--- src/rtl/s2mm_status_writer.sv ---
module s2mm_status_writer #(
  parameter int LEN_W      = 26,
  parameter int BEAT_BYTES = 4
) (
  input  logic                              clk,
  input  logic                              rst_n,
  input  logic                              run_req,
  output logic                              run_stop,
  output logic                              halted,
  output logic                              sg_err,
  input  logic                              desc_valid,
  output logic                              desc_ready,
  input  logic [LEN_W-1:0]                  desc_len,
  input  logic [31:0]                       desc_status,
  input  logic                              s_valid,
  output logic                              s_ready,
  input  logic [$clog2(BEAT_BYTES+1)-1:0]   s_bytes,
  input  logic                              s_last,
  input  logic                              mover_slv_err,
  input  logic                              mover_dec_err,
  output logic                              wb_valid,
  input  logic                              wb_ready,
  output logic [31:0]                       wb_status
);
  localparam int NB_W = $clog2(BEAT_BYTES + 1);

  typedef enum logic [1:0] {S_IDLE, S_FILL, S_WB, S_HALT} st_t;

  st_t             st;
  logic [LEN_W-1:0] len_q, cnt_q;
  logic [31:0]     word_q;
  logic            run_q, sg_q, sof_next;
  logic [LEN_W:0]  sum;
  logic            mover_err, over, full;

  function automatic logic [31:0] pack(input logic [LEN_W-1:0] cnt, input logic eof,
                                       input logic sof, input logic ie, input logic se,
                                       input logic de, input logic done);
    logic [31:0] w;
    w = '0;
    w[LEN_W-1:0] = cnt;
    w[26] = eof;
    w[27] = sof;
    w[28] = ie;
    w[29] = se;
    w[30] = de;
    w[31] = done;
    return w;
  endfunction

  assign mover_err  = mover_slv_err | mover_dec_err;
  assign sum        = {1'b0, cnt_q} + (LEN_W+1)'(s_bytes);
  assign over       = sum > {1'b0, len_q};
  assign full       = sum == {1'b0, len_q};

  assign desc_ready = run_q && (st == S_IDLE);
  assign s_ready    = (st == S_FILL) && !mover_err;
  assign wb_valid   = (st == S_WB);
  assign wb_status  = word_q;
  assign halted     = (st == S_HALT);
  assign run_stop   = run_q;
  assign sg_err     = sg_q;

  always_ff @(posedge clk) begin
    if (!rst_n) begin
      st       <= S_IDLE;
      run_q    <= 1'b1;
      sg_q     <= 1'b0;
      sof_next <= 1'b1;
      len_q    <= '0;
      cnt_q    <= '0;
      word_q   <= '0;
    end else begin
      case (st)
        S_IDLE: begin
          if (desc_valid && desc_ready) begin
            if (desc_status[31]) begin
              sg_q  <= 1'b1;
              run_q <= 1'b0;
              st    <= S_HALT;
            end else if (desc_len == '0) begin
              word_q <= pack('0, 1'b0, 1'b0, 1'b1, 1'b0, 1'b0, 1'b0);
              run_q  <= 1'b0;
              st     <= S_WB;
            end else begin
              len_q <= desc_len;
              cnt_q <= '0;
              st    <= S_FILL;
            end
          end
        end
        S_FILL: begin
          if (mover_err) begin
            word_q <= pack(cnt_q, 1'b0, sof_next, 1'b0, mover_slv_err, mover_dec_err, 1'b0);
            run_q  <= 1'b0;
            st     <= S_WB;
          end else if (s_valid) begin
            if (over) begin
              word_q <= pack(len_q, s_last, sof_next, 1'b1, 1'b0, 1'b0, 1'b0);
              run_q  <= 1'b0;
              st     <= S_WB;
            end else if (s_last || full) begin
              word_q   <= pack(sum[LEN_W-1:0], s_last, sof_next, 1'b0, 1'b0, 1'b0, 1'b1);
              sof_next <= s_last;
              st       <= S_WB;
            end else begin
              cnt_q <= sum[LEN_W-1:0];
            end
          end
        end
        S_WB: begin
          if (wb_ready) st <= run_q ? S_IDLE : S_HALT;
        end
        default: begin
          if (run_req) begin
            run_q    <= 1'b1;
            sg_q     <= 1'b0;
            sof_next <= 1'b1;
            st       <= S_IDLE;
          end
        end
      endcase
    end
  end
endmodule


--- config.mk ---
export PLATFORM = sky130hd
export DESIGN_NAME = s2mm_status_writer
export DESIGN_NICKNAME = d
export VERILOG_FILES = /design/src/rtl/s2mm_status_writer.sv
export SDC_FILE = /design/constraint.sdc
export NUM_CORES = 1
export LEC_CHECK = 0
export BUFFER_PORTS_ARGS = -buffer_cell sky130_fd_sc_hd__buf_2
export CORE_MARGIN = 8
export CORE_UTILIZATION = 46
export CTS_CLUSTER_DIAMETER = 60
export CTS_CLUSTER_SIZE = 24
export DETAILED_ROUTE_END_ITERATION = 8
export PLACE_DENSITY = 0.68
export SYNTH_ARGS = -nofsm -noshare
export SYNTH_HDL_FRONTEND = slang
export SYNTH_SLANG_ARGS = --single-unit
--- constraint.sdc ---
create_clock -name clk -period 13.8 [get_ports clk]
set_input_delay 3.45 -clock clk [delete_from_list [all_inputs] [get_ports clk]]
set_output_delay 3.45 -clock clk [all_outputs]
set_load 0.01 [all_outputs]
# Word-level counts from Yosys, hierarchy flattened

Index checks and enable logic that the tools add are counted.

Add/subtract/negate cells: 1
Multipliers: 0
Divide/modulo/power cells: 0
$lt $le $gt $ge: 1
Equality and inequality tests: 19
Shifts and indexed selects: 0
Mux-type cells: 44
Bitwise logic cells: 6
Reduce and logical (&&, ||, !) cells: 21

Operators by type and width:

| cell                 | number |
|---|---|
| $mux W32             | 7 |
| $mux W26             | 7 |
| $pmux W32 S2         | 1 |
| $pmux W26 S2         | 1 |
| $add A26 B3 Y27      | 1 |
| $eq A27 B26 Y1       | 1 |
| $gt A27 B26 Y1       | 1 |
| $logic_not A26 Y1    | 1 |
| $mux W2              | 10 |
| $reduce_and A6 Y1    | 3 |
| $mux W1              | 14 |
| $ne A2 B2 Y1 const B | 7 |
| $ne A2 B1 Y1 const B | 4 |
| $reduce_and A4 Y1    | 2 |
| $reduce_and A8 Y1    | 1 |
| $ne A3 B3 Y1 const B | 2 |
| $pmux W2 S3          | 1 |
| $reduce_bool A2 Y1   | 3 |
| $not A1 Y1           | 5 |
| $reduce_and A5 Y1    | 1 |
| $eq A2 B2 Y1 const B | 2 |
| $ne A4 B3 Y1 const B | 1 |
| $pmux W1 S2          | 2 |
| $reduce_bool A4 Y1   | 1 |
| other kinds (10)     | 13 |

Register bits after elaboration: 89
Bits in latches: 0
Memory bits (writable): 0
ROM bits: 0
Bits of input ports: 70
Output and inout bits: 38
Memories kept: 0

# Longest topological paths before layout

Gate-level depths: netlist of run 1.

Depth after elaboration: 8
Gate-level depth with buffers: 22
Gate-level depth less buffers: 18

# Worst setup path before layout of run 1

OpenSTA, ideal clock, no wires.

Path type: input port to output port
Start point: input port mover_slv_err
End point: output port s_ready
Arrival time: 4042 ps
Required time: 10350 ps
Setup slack: 6308 ps
Cell stages on the path: 3
Buffers on the path: 0
Cells stage by stage: nor2_1 -> nand2_1 -> inv_1

Longest elaborated chain between the ends: 3

RTL lines:

| element             | line | RTL |
|---|---|---|
| start, declared     | 19   | `input logic mover_slv_err,` |
| $or A1 B1 Y1        | 51   | `assign mover_err = mover_slv_err \| mover_dec_err;` |
| $logic_not A1 Y1    | 57   | `assign s_ready = (st == S_FILL) && !mover_err;` |
| $logic_and A1 B1 Y1 | 57   |  |
| end, declared       | 16   | `output logic s_ready,` |

Every way passes these cells.

# Final worst setup path of run 1

Start point: input port s_bytes[0]
End point: register word_q[5], in the netlist wb_status[5]

Longest elaborated chain between the ends: 6
Elaborated cells between the ends (all ways): 11
Classes of those cells: 1 x add/sub; 1 x order compare; 2 x eq/ne; 5 x mux; 2 x reduce/logical

RTL lines:

| element                                           | line    | RTL |
|---|---|---|
| start, declared                                   | 17      | `input logic [$clog2(BEAT_BYTES+1)-1:0] s_bytes,` |
| $add A26 B3 Y27 *                                 | 52      | `assign sum = {1'b0, cnt_q} + (LEN_W+1)'(s_bytes);` |
| $gt A27 B26 Y1 / $mux W32 (equally long branches) | 53, 102 |  |
| $mux W32                                          | 98      | `if (over) begin` |
| $mux W32                                          | 97      | `end else if (s_valid) begin` |
| $mux W32                                          | 93      | `if (mover_err) begin` |
| $pmux W32 S2                                      | 74      | `case (st)` |
| end signal, assigned                              | 94      | `word_q <= pack(cnt_q, 1'b0, sof_next, 1'b0, mover_slv_err, mover_dec_err, 1'b0);` |
| end signal, assigned                              | 99      | `word_q <= pack(len_q, s_last, sof_next, 1'b1, 1'b0, 1'b0, 1'b0);` |
| end signal, assigned                              | 103     | `word_q <= pack(sum[LEN_W-1:0], s_last, sof_next, 1'b0, 1'b0, 1'b0, 1'b1);` |
| end, declared                                     | 31      | `logic [31:0] word_q;` |

Every way passes the cells marked *; elsewhere a longest branch is shown, timed or not. The select of a mux whose other input is x is not followed.
A chain may end at the register's enable or synchronous reset.

==> results of run 1 <==
[critical path, cell delays in order]
cell,delay (ns)
buf_2,0.09
ha_1,0.18
inv_1,0.06
fa_1,0.41
nor2b_1,0.32
o2111ai_2,0.25
or3_1,0.54
nor2_4,0.22
nand3_1,0.12
xnor2_1,0.18
ha_1,0.33
nand4_1,0.14
nor3_1,0.31
nand4_1,0.15
and4_4,0.23
a21oi_2,0.57
and4_1,0.95
a22oi_1,0.15
o21ai_1,0.14
[power by group through the flow]
stage | logic [W] | registers [W] | clock network, W
final | 0.000245 | 0.000289 | 0.000248
after global routing | 0.000266 | 0.000291 | 0.000264
after detailed placement | 0.000243 | 0.000294 | 0
after floorplan | 0.000182 | 0.000291 | 0
after CTS | 0.000244 | 0.000288 | 0.000251
after global placement | 0.000239 | 0.000293 | 0
[area by class of cell]
class / count / area [sq um]
clock buffers: 12 / 256.5
repair buffers: 81 / 417.9
fillers: 1073 / 5335
multi-input cells: 449 / 3164
well taps: 143 / 178.9
inverters: 39 / 146.4
flip-flops and latches: 89 / 1782
clock inverters: 3 / 40.04
[registers in the layout, summed over array words and instances, names as in the netlist]
| register | flops |
|---|---|
| cnt_q | 26 |
| wb_status | 32 |
| st | 2 |
| sof_next | 1 |
| sg_err | 1 |
| run_stop | 1 |
| len_q | 26 |
[cell usage in the layout (no fill, tap or decap), types with 3 or more instances in the layout]
cell type   n
a21o_1      5
a21oi_1    44
a22oi_1    22
a311oi_2    3
a31oi_1     7
and2_1      3
and3_1      9
and4_1      3
buf_2      76
buf_4       5
clkbuf_16   9
dfxtp_1    89
ha_1       32
inv_1      38
mux2i_1    50
nand2_1    38
nand2b_1    6
nand3_1    36
nand4_1     8
nor2_1     48
nor2b_1     5
nor3_1      3
nor4_1      8
o21a_1      6
o21ai_0    21
o21ai_1    18
xnor2_1    18
xor2_1      6
[layer usage]
| layer | GRT usage [%] | vias up |
|---|---|---|
| met4 | 9.406 | 0 |
| met5 | 0 | - |
| li1 | - | 2327 |
| met2 | 32.95 | 177 |
| met1 | 25.60 | 2239 |
| met3 | 4.384 | 32 |
[worst paths after layout]
path	from	to	slack [ns]
worst min-delay path	wb_status[27]$_SDFFE_PN0P_	wb_status[27]$_SDFFE_PN0P_	0.48
worst min register to register	wb_status[27]$_SDFFE_PN0P_	wb_status[27]$_SDFFE_PN0P_	0.48
worst max-delay path	s_bytes[0]	wb_status[5]$_SDFFE_PN0P_	5.25
worst max register to register	cnt_q[0]$_SDFFE_PN0P_	wb_status[5]$_SDFFE_PN0P_	8.08
[kinds of logic after synthesis]
logic type / count (synthesis) / synth area share, %
buffers and inverters: 77 / 6.488
AOI/OAI and AO/OA: 152 / 19.01
muxes: 50 / 9.472
xor gates and xnor gates: 24 / 3.978
DFF: 89 / 33.72
and+or+nand+nor: 189 / 19.13
adders and majority gates: 34 / 8.193
[through the flow]
| step | std cells | cell area [sq um] |
|---|---|---|
| finish | 816 | 5986 |
| global route | 816 | 5986 |
| CTS | 816 | 5986 |
| detailed placement | 801 | 5689 |
| global placement | 801 | 5689 |
| floorplan | 615 | 5284 |
==> impl_metrics.sql, run 1 <==
INSERT INTO impl_metrics (metric_group, metric, value, unit) VALUES
('worst_setup_path', 'critPathKind', 'in2reg', ''),
('logic_synthesis', 'synth_top_area_cell', 'dfxtp_1', ''),
('logic_synthesis', 'synth.top_cell.area_share', '33.72', '%'),
('worst_setup_path', 'critical_path_arrival', '8.81', 'ns'),
('clocking', 'cts.hold.buffers_added', '0', ''),
('clocking', 'worst_skew_pair.late_latency', '0.35', 'ns'),
('power_and_ir_drop', 'power.share.switching', '34.42', '%'),
('floorplan', 'fp.dieArea', '15170', 'sq um'),
('logic_synthesis', 'synth-edff-count', '0', ''),
('route', 'detailed_route_vias_per_instance', '5.852', ''),
('logic_synthesis', 'syn_inst', '615', ''),
('floorplan', 'io_pins', '108', ''),
('logic_synthesis', 'synth_area_per_cell', '8.592', 'sq um'),
('clocking', 'clk_pin_slew_worst_paths', '0.06', 'ns'),
('sta', 'setup_repair_after_global_routing_missed_its_margin', 'false', ''),
('route', 'route.detailed.wl_per_inst', '18.44', 'microns'),
('placed_design', 'place_congestion', '0.8519', ''),
('sta', 'holdWs', '0.4754', 'ns'),
('logic_synthesis', 'yosys_most_used_dff', 'dfxtp_1', ''),
('global_routing', 'grt_first_pass_wirelength', '24.53', 'mm'),
('sta', 'worstMarginPinSlew', '0.9699', 'ns'),
('worst_setup_path', 'worst_setup_path_start_kind', 'input port', ''),
('global_routing', 'grt_pass1_vias', '4849', ''),
('logic_synthesis', 'most_common_cell_in_the_netlist', 'dfxtp_1', ''),
('worst_setup_path', 'critical_path_peak_fanout', '22', ''),
('route', 'remaining_drc_errors', '0', ''),
('power_and_ir_drop', 'finalPower', '0.0007812', 'W'),
('min_path', 'worstHoldPathCells', '2', ''),
('logic_synthesis', 'synth-async-reset-ratio', '0', '%'),
('logic_synthesis', 'synth_area', '5284', 'sq um'),
('route', 'routed_wl', '15.05', 'mm'),
('placed_design', 'place.port_buffers', '76', ''),
('power_and_ir_drop', 'net-switching-power', '0.0002689', 'W'),
('logic_synthesis', 'synth.yosys.seq_area_share', '33.72', '%'),
('route', 'dr.max_layer_used', 'met4', ''),
('power_and_ir_drop', 'power_frac_seq', '37.0', '%'),
('logic_synthesis', 'mappedNetlistNets', '719', ''),
('floorplan', 'rows', '39', ''),
('sta', 'report.final.hold_viol_count', '0', ''),
('sta', 'max-slew-margin-rel', '35.34', '%'),
('power_and_ir_drop', 'ir_worst_vdd', '0.09754', 'mV'),
('floorplan', 'floorplan.initialDensity', '46.67', '%'),
('route', 'routed-wl-met2', '6.911', 'mm'),
('power_and_ir_drop', 'cellPowerDensity', '130.5', 'nW/um^2'),
('job', 'maxCapViolations', '0', ''),
('status', 'run_status', 'completed', ''),
('final_layout', 'design.final.nets', '773', ''),
('clocking', 'postCtsSetupBuffers', '0', ''),
('worst_setup_path', 'reg2reg_depth', '18', ''),
('sta', 'timing.final.setup_violations', '0', ''),
('logic_synthesis', 'synthesis.yosys.warnings', '0', ''),
('route', 'drtAntennaViolNets', '0', ''),
('global_routing', 'grt.overflow.total', '0', ''),
('global_routing', 'number_of_antenna_violations_at_the_first_check_in_global_routing', '0', ''),
('clocking', 'cts.repair.resized', '0', ''),
('power_and_ir_drop', 'combinationalPowerShare', '31.3', '%'),
('floorplan', 'fp.dieH', '123.2', 'microns'),
('final_layout', 'final_layout_size_suffix_gt1_share', '17.83', '%'),
('clocking', 'clock_tree_from_tritoncts', 'yes', ''),
('route', 'drt_met1_wl', '6.755', 'mm'),
('clocking', 'cts-htree-levels', '3', ''),
('route', 'dr.pass1.iters', '5', ''),
('sta', 'timing.final.crit_period', '8.546', 'ns'),
('min_path', 'hold_path.class', 'reg2reg', ''),
('clocking', 'root_buffer', 'clkbuf_16', ''),
('floorplan', 'die_w', '123.2', 'microns'),
('clocking', 'clock_sinks', '89', ''),
('floorplan', 'core_area', '11320', 'sq um'),
('route', 'vias', '4775', ''),
('clocking', 'clock_path_buffers', '2', ''),
('global_routing', 'groute.usage.overall', '20.42', '%');
No activity file was read; power rests on OpenSTA's default activity.
==> run 2: changes to the inputs <==
--- a/config.mk
+++ b/config.mk
@@ -5,13 +5,14 @@
 export SDC_FILE = /design/constraint.sdc
 export NUM_CORES = 1
 export LEC_CHECK = 0
+export ABC_AREA = 1
 export BUFFER_PORTS_ARGS = -buffer_cell sky130_fd_sc_hd__buf_2
 export CORE_MARGIN = 8
 export CORE_UTILIZATION = 46
 export CTS_CLUSTER_DIAMETER = 60
 export CTS_CLUSTER_SIZE = 24
 export DETAILED_ROUTE_END_ITERATION = 8
-export PLACE_DENSITY = 0.68
+export PLACE_DENSITY = 0.67
 export SYNTH_ARGS = -nofsm -noshare
 export SYNTH_HDL_FRONTEND = slang
 export SYNTH_SLANG_ARGS = --single-unit
==> constraint.sdc (replaced) <==
create_clock -name clk -period 7.9 [get_ports clk]
set_input_delay 1.975 -clock clk [delete_from_list [all_inputs] [get_ports clk]]
set_output_delay 1.975 -clock clk [all_outputs]
set_load 0.01 [all_outputs]
==> impl_metrics.sql, run 2 <==
INSERT INTO impl_metrics (metric_group, metric, value, unit) VALUES
('floorplan', 'io_pins', '108', ''),
('final_layout', 'syn_to_layout_area_delta', '12.35', '%'),
('sta', 'holdWs', '0.4653', 'ns'),
('logic_synthesis', 'synth.yosys.seq_area_share', '31.13', '%'),
('clocking', 'clk_pin_slew_worst_paths', '0.07', 'ns'),
('logic_synthesis', 'synth_cell_types', '41', ''),
('floorplan', 'fp.dieArea', '16270', 'sq um'),
('sta', 'post-route-period-util', '82.77', '%'),
('route', 'vias', '5662', ''),
('placed_design', 'place_congestion', '0.8690', ''),
('sta', 'setup_tns', '0', 'ns'),
('sta', 'timing.clock.skew', '0.008454', 'ns'),
('floorplan', 'rows', '40', ''),
('clocking', 'worst_skew_pair.late_latency', '0.34', 'ns'),
('sta', 'drv_slew', '0', ''),
('logic_synthesis', 'syn_inst', '881', ''),
('global_routing', 'grt_max_degree', '78', ''),
('clocking', 'clock_sinks', '89', ''),
('power_and_ir_drop', 'static-leakage-power', '2.987', 'nW'),
('placed_design', 'place.port_buffers', '76', ''),
('status', 'run_status', 'completed', ''),
('worst_setup_path', 'worst_ep_required_time', '8.11', 'ns'),
('placed_design', 'post-dp-hpwl', '11.60', 'mm'),
('job', 'maxCapViolations', '0', ''),
('final_layout', 'area_taken_by_flip_flops_and_latches', '1782', 'sq um'),
('floorplan', 'die_w', '127.5', 'microns'),
('global_routing', 'groute.usage.overall', '20.31', '%'),
('logic_synthesis', 'yosys_most_used_dff', 'dfxtp_1', ''),
('logic_synthesis', 'synth_top_area_cell', 'dfxtp_1', ''),
('final_layout', 'antenna_cells_inserted', '0', ''),
('power_and_ir_drop', 'cellPowerDensity', '382.3', 'nW/um^2'),
('final_layout', 'multi_input_area', '3288', 'sq um'),
('logic_synthesis', 'post_synth_main_area_contributors', 'dfxtp_1 31%, nand2_1 9.3%, nor2_1 9.3%, inv_1 7.4%, ha_1 7.2%', ''),
('final_layout', 'mostFrequentLayoutCells', '142 x nor2_1, 142 x nand2_1, 113 x inv_1, 89 x dfxtp_1, 81 x a21oi_1', ''),
('route', 'remaining_drc_errors', '0', ''),
('logic_synthesis', 'synth-edff-count', '0', ''),
('logic_synthesis', 'synth.top_cell.area_share', '31.13', '%'),
('logic_synthesis', 'mappedNetlistNets', '985', ''),
('final_layout', 'largest_reg_flops', '32', ''),
('worst_setup_path', 'critPathMaxStageDelay', '0.71', 'ns'),
('worst_setup_path', 'critical_path_buf_inv_count', '7', ''),
('clocking', 'postCtsSetupBuffers', '0', ''),
('logic_synthesis', 'synth_area', '5723', 'sq um'),
('floorplan', 'core_area', '12060', 'sq um'),
('sta', 'report.final.hold_viol_count', '0', ''),
('worst_setup_path', 'critical_path_peak_fanout', '59', ''),
('logic_synthesis', 'synthTopCellsByCount', '142 x nand2_1, 142 x nor2_1, 113 x inv_1', ''),
('route', 'drtAntennaViolNets', '0', ''),
('final_layout', 'final_layout_size_suffix_gt1_share', '13.35', '%'),
('final_layout', 'layout.filler_cells', '1242', ''),
('worst_setup_path', 'worst_setup_path_start_kind', 'input port', ''),
('route', 'detailed_route_vias_per_instance', '5.129', ''),
('floorplan', 'floorplan.initialDensity', '47.45', '%'),
('clocking', 'cts.hold.buffers_added', '0', ''),
('logic_synthesis', 'synth-async-reset-ratio', '0', '%'),
('global_routing', 'number_of_antenna_violations_at_the_first_check_in_global_routing', '0', ''),
('clocking', 'cts-htree-levels', '3', ''),
('clocking', 'clock_path_buffers', '2', ''),
('logic_synthesis', 'synthesis.yosys.warnings', '0', ''),
('clocking', 'clock_tree_from_tritoncts', 'yes', ''),
('clocking', 'tritoncts.num_buffers', '9', ''),
('floorplan', 'fp.dieH', '127.5', 'microns'),
('global_routing', 'grt_first_pass_wirelength', '26.82', 'mm'),
('sta', 'timing.final.setup_violations', '0', ''),
('route', 'dr.pass1.iters', '5', ''),
('power_and_ir_drop', 'ir_worst_vdd', '0.2418', 'mV'),
('min_path', 'hold_path.class', 'reg2reg', ''),
('sta', 'setup_repair_after_global_routing_missed_its_margin', 'false', ''),
('route', 'routed_wl', '16.48', 'mm'),
('global_routing', 'grt.overflow.total', '0', ''),
('clocking', 'cts.repair.resized', '0', ''),
('clocking', 'root_buffer', 'clkbuf_16', ''),
('route', 'detail_route.iter0.violations', '348', ''),
('worst_setup_path', 'cpMaxStageDelayCell', 'inv_2', ''),
('worst_setup_path', 'critical-path-top-delay-family', 'simple AND/OR/NAND/NOR gates', ''),
('route', 'route.detailed.wl_per_inst', '14.93', 'microns'),
('worst_setup_path', 'critical_path.most_common_cell', 'nand2_1', ''),
('sta', 'worstMarginPinSlew', '0.9727', 'ns'),
('worst_setup_path', 'critical_path_arrival', '6.75', 'ns'),
('sta', 'fmaxAchievable', '152.9', 'MHz'),
('logic_synthesis', 'synth_area_per_cell', '6.496', 'sq um'),
('global_routing', 'grt_pass1_vias', '5284', ''),
('final_layout', 'design.final.nets', '1035', ''),
('worst_setup_path', 'critPathKind', 'in2reg', ''),
('logic_synthesis', 'ys_seq_elements', '89', ''),
('worst_setup_path', 'critPathCaptureType', 'flip-flop', ''),
('sta', 'timing.final.crit_period', '6.539', 'ns'),
('sta', 'max-slew-margin-rel', '35.06', '%');
==> run 2: power by group <==
group / switching [W] / internal (W) / total (W)
registers: 0.0000958 / 0.000592 / 0.000688
logic: 0.000917 / 0.000431 / 0.00135
clock network: 0.000196 / 0.000226 / 0.000422
total: 0.00121 / 0.00125 / 0.00246
==> run 2: layout make-up <==
type / count / share of cell area (%)
Multi-Input combinational cell: 633 / 51.14
Sequential cell: 89 / 27.71
Inverter: 116 / 6.772
Timing Repair Buffer: 82 / 6.616
Clock buffer: 10 / 3.717
Tap cell: 168 / 3.269
Clock inverter: 6 / 0.7784
==> run 2: cells by family (layout without fill, tap and decap cells) <==
logic type                 after synthesis  in the layout  synth area share, %
adders and majority gates               34             34                7.565
buffers and inverters                  159            214                11.50
and+or+nand+nor                        406            406                31.05
xor gates and xnor gates                17             17                2.602
DFF                                     89             89                31.13
AOI/OAI and AO/OA                      176            176                16.16
==> run 2: routing by layer <==
metal  global-route usage, %  part of all wire (%)
met1                   27.11                    47
met2                   32.25                    45
met3                   4.576                   6.8
met4                   5.248                   1.1
met5                       0                     0
==> run 2: final timing paths <==
check / startpoint / to / slack, ns / cells after the start
worst max-delay path: s_bytes[0] / wb_status[27]$_SDFFE_PN0P_ / 1.36 / 27
worst min-delay path: wb_status[31]$_SDFFE_PN0P_ / wb_status[31]$_SDFFE_PN0P_ / 0.47 / 1
worst max register to register: cnt_q[0]$_SDFFE_PN0P_ / wb_status[27]$_SDFFE_PN0P_ / 2.74 / 26
worst min register to register: wb_status[31]$_SDFFE_PN0P_ / wb_status[31]$_SDFFE_PN0P_ / 0.47 / 1
==> run 2: metrics by stage <==
stage / setup WS, ns / cells / util (%) / power (W) / area, sq um
2_1_floorplan: 2.534 / 881 / - / 0.001707 / 5723
3_3_place_gp: 1.128 / 1088 / 50.91 / 0.002011 / 6141
3_5_place_dp: 1.045 / 1088 / 50.91 / 0.002023 / 6141
4_1_cts: 1.371 / 1104 / 53.31 / 0.002449 / 6430
5_1_grt: 0.8815 / 1104 / 53.31 / 0.002669 / 6430
6_report: 1.361 / 1104 / 53.31 / 0.002458 / 6430
==> run 3: changes to the inputs <==
--- a/config.mk
+++ b/config.mk
@@ -5,14 +5,14 @@
 export SDC_FILE = /design/constraint.sdc
 export NUM_CORES = 1
 export LEC_CHECK = 0
-export ABC_AREA = 1
+export ABC_AREA = 0
 export BUFFER_PORTS_ARGS = -buffer_cell sky130_fd_sc_hd__buf_2
 export CORE_MARGIN = 8
 export CORE_UTILIZATION = 46
 export CTS_CLUSTER_DIAMETER = 60
 export CTS_CLUSTER_SIZE = 24
 export DETAILED_ROUTE_END_ITERATION = 8
-export PLACE_DENSITY = 0.67
+export PLACE_DENSITY = 0.7
 export SYNTH_ARGS = -nofsm -noshare
 export SYNTH_HDL_FRONTEND = slang
 export SYNTH_SLANG_ARGS = --single-unit
==> constraint.sdc (replaced) <==
create_clock -name clk -period 5.2 [get_ports clk]
set_input_delay 1.3 -clock clk [delete_from_list [all_inputs] [get_ports clk]]
set_output_delay 1.3 -clock clk [all_outputs]
set_load 0.01 [all_outputs]
==> impl_metrics.sql, run 3 (synthesized netlist as in run 1, its figures left out) <==
INSERT INTO impl_metrics (metric_group, metric, value, unit) VALUES
('status', 'run_status', 'completed', ''),
('placed_design', 'post-dp-hpwl', '11.64', 'mm'),
('worst_setup_path', 'critical_path_arrival', '5.23', 'ns'),
('route', 'dr.pass1.iters', '5', ''),
('worst_setup_path', 'worst_setup_path_start_kind', 'input port', ''),
('sta', 'drv_slew', '0', ''),
('floorplan', 'fp.dieH', '123.2', 'microns'),
('global_routing', 'grt_max_degree', '52', ''),
('floorplan', 'fp.dieArea', '15170', 'sq um'),
('global_routing', 'groute.usage.overall', '20.68', '%'),
('sta', 'timing.clock.skew', '0.009017', 'ns'),
('worst_setup_path', 'cpMaxStageDelayCell', 'or3_4', ''),
('clocking', 'clock_sinks', '89', ''),
('worst_setup_path', 'critPathKind', 'in2reg', ''),
('global_routing', 'number_of_antenna_violations_at_the_first_check_in_global_routing', '0', ''),
('placed_design', 'place.port_buffers', '76', ''),
('sta', 'fmaxAchievable', '199.2', 'MHz'),
('power_and_ir_drop', 'cellPowerDensity', '335.8', 'nW/um^2'),
('global_routing', 'grt.overflow.total', '0', ''),
('floorplan', 'die_w', '123.2', 'microns'),
('sta', 'timing.final.crit_period', '5.019', 'ns'),
('final_layout', 'largest_reg_flops', '32', ''),
('worst_setup_path', 'critPathMaxStageDelay', '0.42', 'ns'),
('sta', 'timing.final.setup_violations', '0', ''),
('global_routing', 'grt_first_pass_wirelength', '24.88', 'mm'),
('worst_setup_path', 'critical_path.most_common_cell', 'buf_4', ''),
('worst_setup_path', 'worst-path-stages', '23', ''),
('clocking', 'clk_pin_slew_worst_paths', '0.06', 'ns'),
('final_layout', 'design.final.nets', '835', ''),
('worst_setup_path', 'critPathCaptureType', 'flip-flop', ''),
('power_and_ir_drop', 'ir_worst_vdd', '0.2696', 'mV'),
('placed_design', 'dpl-instance-area', '6247', 'sq um'),
('final_layout', 'final_layout_size_suffix_gt1_share', '26.43', '%'),
('worst_setup_path', 'worst_ep_required_time', '5.41', 'ns'),
('worst_setup_path', 'worstPathCellList', 'buf_2, ha_1, inv_1, fa_2, nor2b_2, o2111ai_2, or3_4, nor2_4, nand3_1, xnor2_1, ha_1, nand4_1, nor4_2, buf_4, nand3_1, inv_1, buf_4, o21a_1, buf_4, buf_4, and3_1, and4b_1, o21ai_0', ''),
('sta', 'max-slew-margin-rel', '53.50', '%'),
('worst_setup_path', 'critical-path-top-delay-family', 'simple AND/OR/NAND/NOR gates', ''),
('route', 'route.detailed.wl_per_inst', '17.82', 'microns'),
('clocking', 'tritoncts.num_buffers', '9', ''),
('min_path', 'worstHoldPathCells', '2', ''),
('power_and_ir_drop', 'static-leakage-power', '3.066', 'nW'),
('final_layout', 'syn_to_layout_area_delta', '25.03', '%'),
('route', 'remaining_drc_errors', '0', ''),
('job', 'maxCapViolations', '0', ''),
('floorplan', 'core_area', '11320', 'sq um'),
('floorplan', 'io_pins', '108', ''),
('sta', 'worstMarginPinSlew', '0.6912', 'ns'),
('power_and_ir_drop', 'finalPower', '0.002219', 'W'),
('final_layout', 'layout.cells.most_common', 'dfxtp_1', ''),
('min_path', 'hold_path.class', 'reg2reg', ''),
('route', 'routed_wl', '15.63', 'mm'),
('clocking', 'worst_skew_pair.late_latency', '0.34', 'ns'),
('final_layout', 'fin_area', '6606', 'sq um'),
('clocking', 'clock_tree_from_tritoncts', 'yes', ''),
('worst_setup_path', 'critical_path_buf_inv_count', '7', ''),
('floorplan', 'rows', '39', ''),
('sta', 'post-route-period-util', '96.52', '%'),
('clocking', 'root_buffer', 'clkbuf_16', ''),
('floorplan', 'floorplan.initialDensity', '46.67', '%'),
('final_layout', 'layout.filler_cells', '1024', ''),
('final_layout', 'antenna_cells_inserted', '0', ''),
('route', 'drtAntennaViolNets', '0', ''),
('clocking', 'cts.hold.buffers_added', '0', ''),
('worst_setup_path', 'critical_path_peak_fanout', '4', ''),
('worst_setup_path', 'reg2reg_depth', '22', ''),
('global_routing', 'grt_pass1_vias', '4934', ''),
('clocking', 'cts-htree-levels', '3', ''),
('route', 'vias', '5018', ''),
('final_layout', 'mostFrequentLayoutCells', '89 x dfxtp_1, 76 x buf_2, 58 x buf_4, 50 x mux2i_1, 48 x nor2_1', ''),
('route', 'detail_route.iter0.violations', '359', ''),
('route', 'detailed_route_vias_per_instance', '5.722', ''),
('sta', 'report.final.hold_viol_count', '0', ''),
('placed_design', 'place_congestion', '0.9281', ''),
('clocking', 'clock_path_buffers', '2', '');
[run 3: cell count changes in the layout (fill, tap and decap cells not counted), moves of 17 or more]
cell / previous run / this run
a21oi_1: 81 / 43
a22oi_1: 0 / 22
buf_4: 6 / 58
inv_1: 113 / 38
mux2i_1: 0 / 50
nand2_1: 142 / 38
nand3_1: 74 / 36
nor2_1: 142 / 48
o21ai_0: 78 / 21
o21ai_1: 1 / 18
[run 3: area by class of cell]
cell class | count | area [sq um] | share of cell area [%]
repair buffers | 143 | 987.2 | 14.94
clock inverters | 3 | 17.52 | 0.2652
clock buffers | 11 | 252.7 | 3.826
flip-flops and latches | 89 | 1782 | 26.97
multi-input cells | 449 | 3242 | 49.07
inverters | 39 | 146.4 | 2.216
well taps | 143 | 178.9 | 2.708
[run 3: repair_timing]
item,4_1_cts,5_1_grt
buffers inserted,0,1
gates resized for setup,0,15
setup endpoints to repair,0,56
[run 3: metrics by stage]
step / instances / setup TNS [ns] / utilization [%] / hold WS [ns] / worst slack (ns)
CTS: 876 / 0 / 57.57 / 0.4766 / 0.02963
floorplan: 615 / 0 / - / 0.4476 / 0.03824
finish: 877 / 0 / 58.36 / 0.4773 / 0.1808
global placement: 862 / -8.076 / 55.18 / 0.4540 / -0.2338
detailed placement: 862 / -11.01 / 55.18 / 0.4679 / -0.2929
global route: 877 / -0.0007683 / 58.36 / 0.4950 / -0.0007683
[run 3: metal layers]
layer	track usage, %	part of all wire (%)	vias up	routed length (microns)
met5	0	0	-	0
met4	8.879	2.5	0	391
met3	2.785	5.5	27	860
met2	34.50	47	156	7358
met1	26.24	45	2386	7021
li1	-	-	2449	-
[run 3: where the power goes]
| group | switching (W) | internal (W) | leakage [nW] |
|---|---|---|---|
| Sequential | 0.0000387 | 0.000727 | 0.720 |
| Combinational | 0.000460 | 0.000383 | 2.21 |
| Clock | 0.000267 | 0.000343 | 0.133 |
| Total | 0.000766 | 0.00145 | 3.07 |
[run 3: worst min-delay path: stages (launching register included)]
cell	delay, ns
dfxtp_1	0.32
nand2_1	0.06
a21oi_1	0.05
[run 3: path summary, 6_finish.rpt]
kind                              start               endpoint  slack (ns)
hold / removal    cnt_q[0]$_SDFFE_PN0P_  cnt_q[0]$_SDFFE_PN0P_        0.48
hold reg to reg   cnt_q[0]$_SDFFE_PN0P_  cnt_q[0]$_SDFFE_PN0P_        0.48
setup reg to reg  cnt_q[0]$_SDFFE_PN0P_  sof_next$_SDFFE_PN1P_        0.85
setup / recovery             s_bytes[0]  sof_next$_SDFFE_PN1P_        0.18
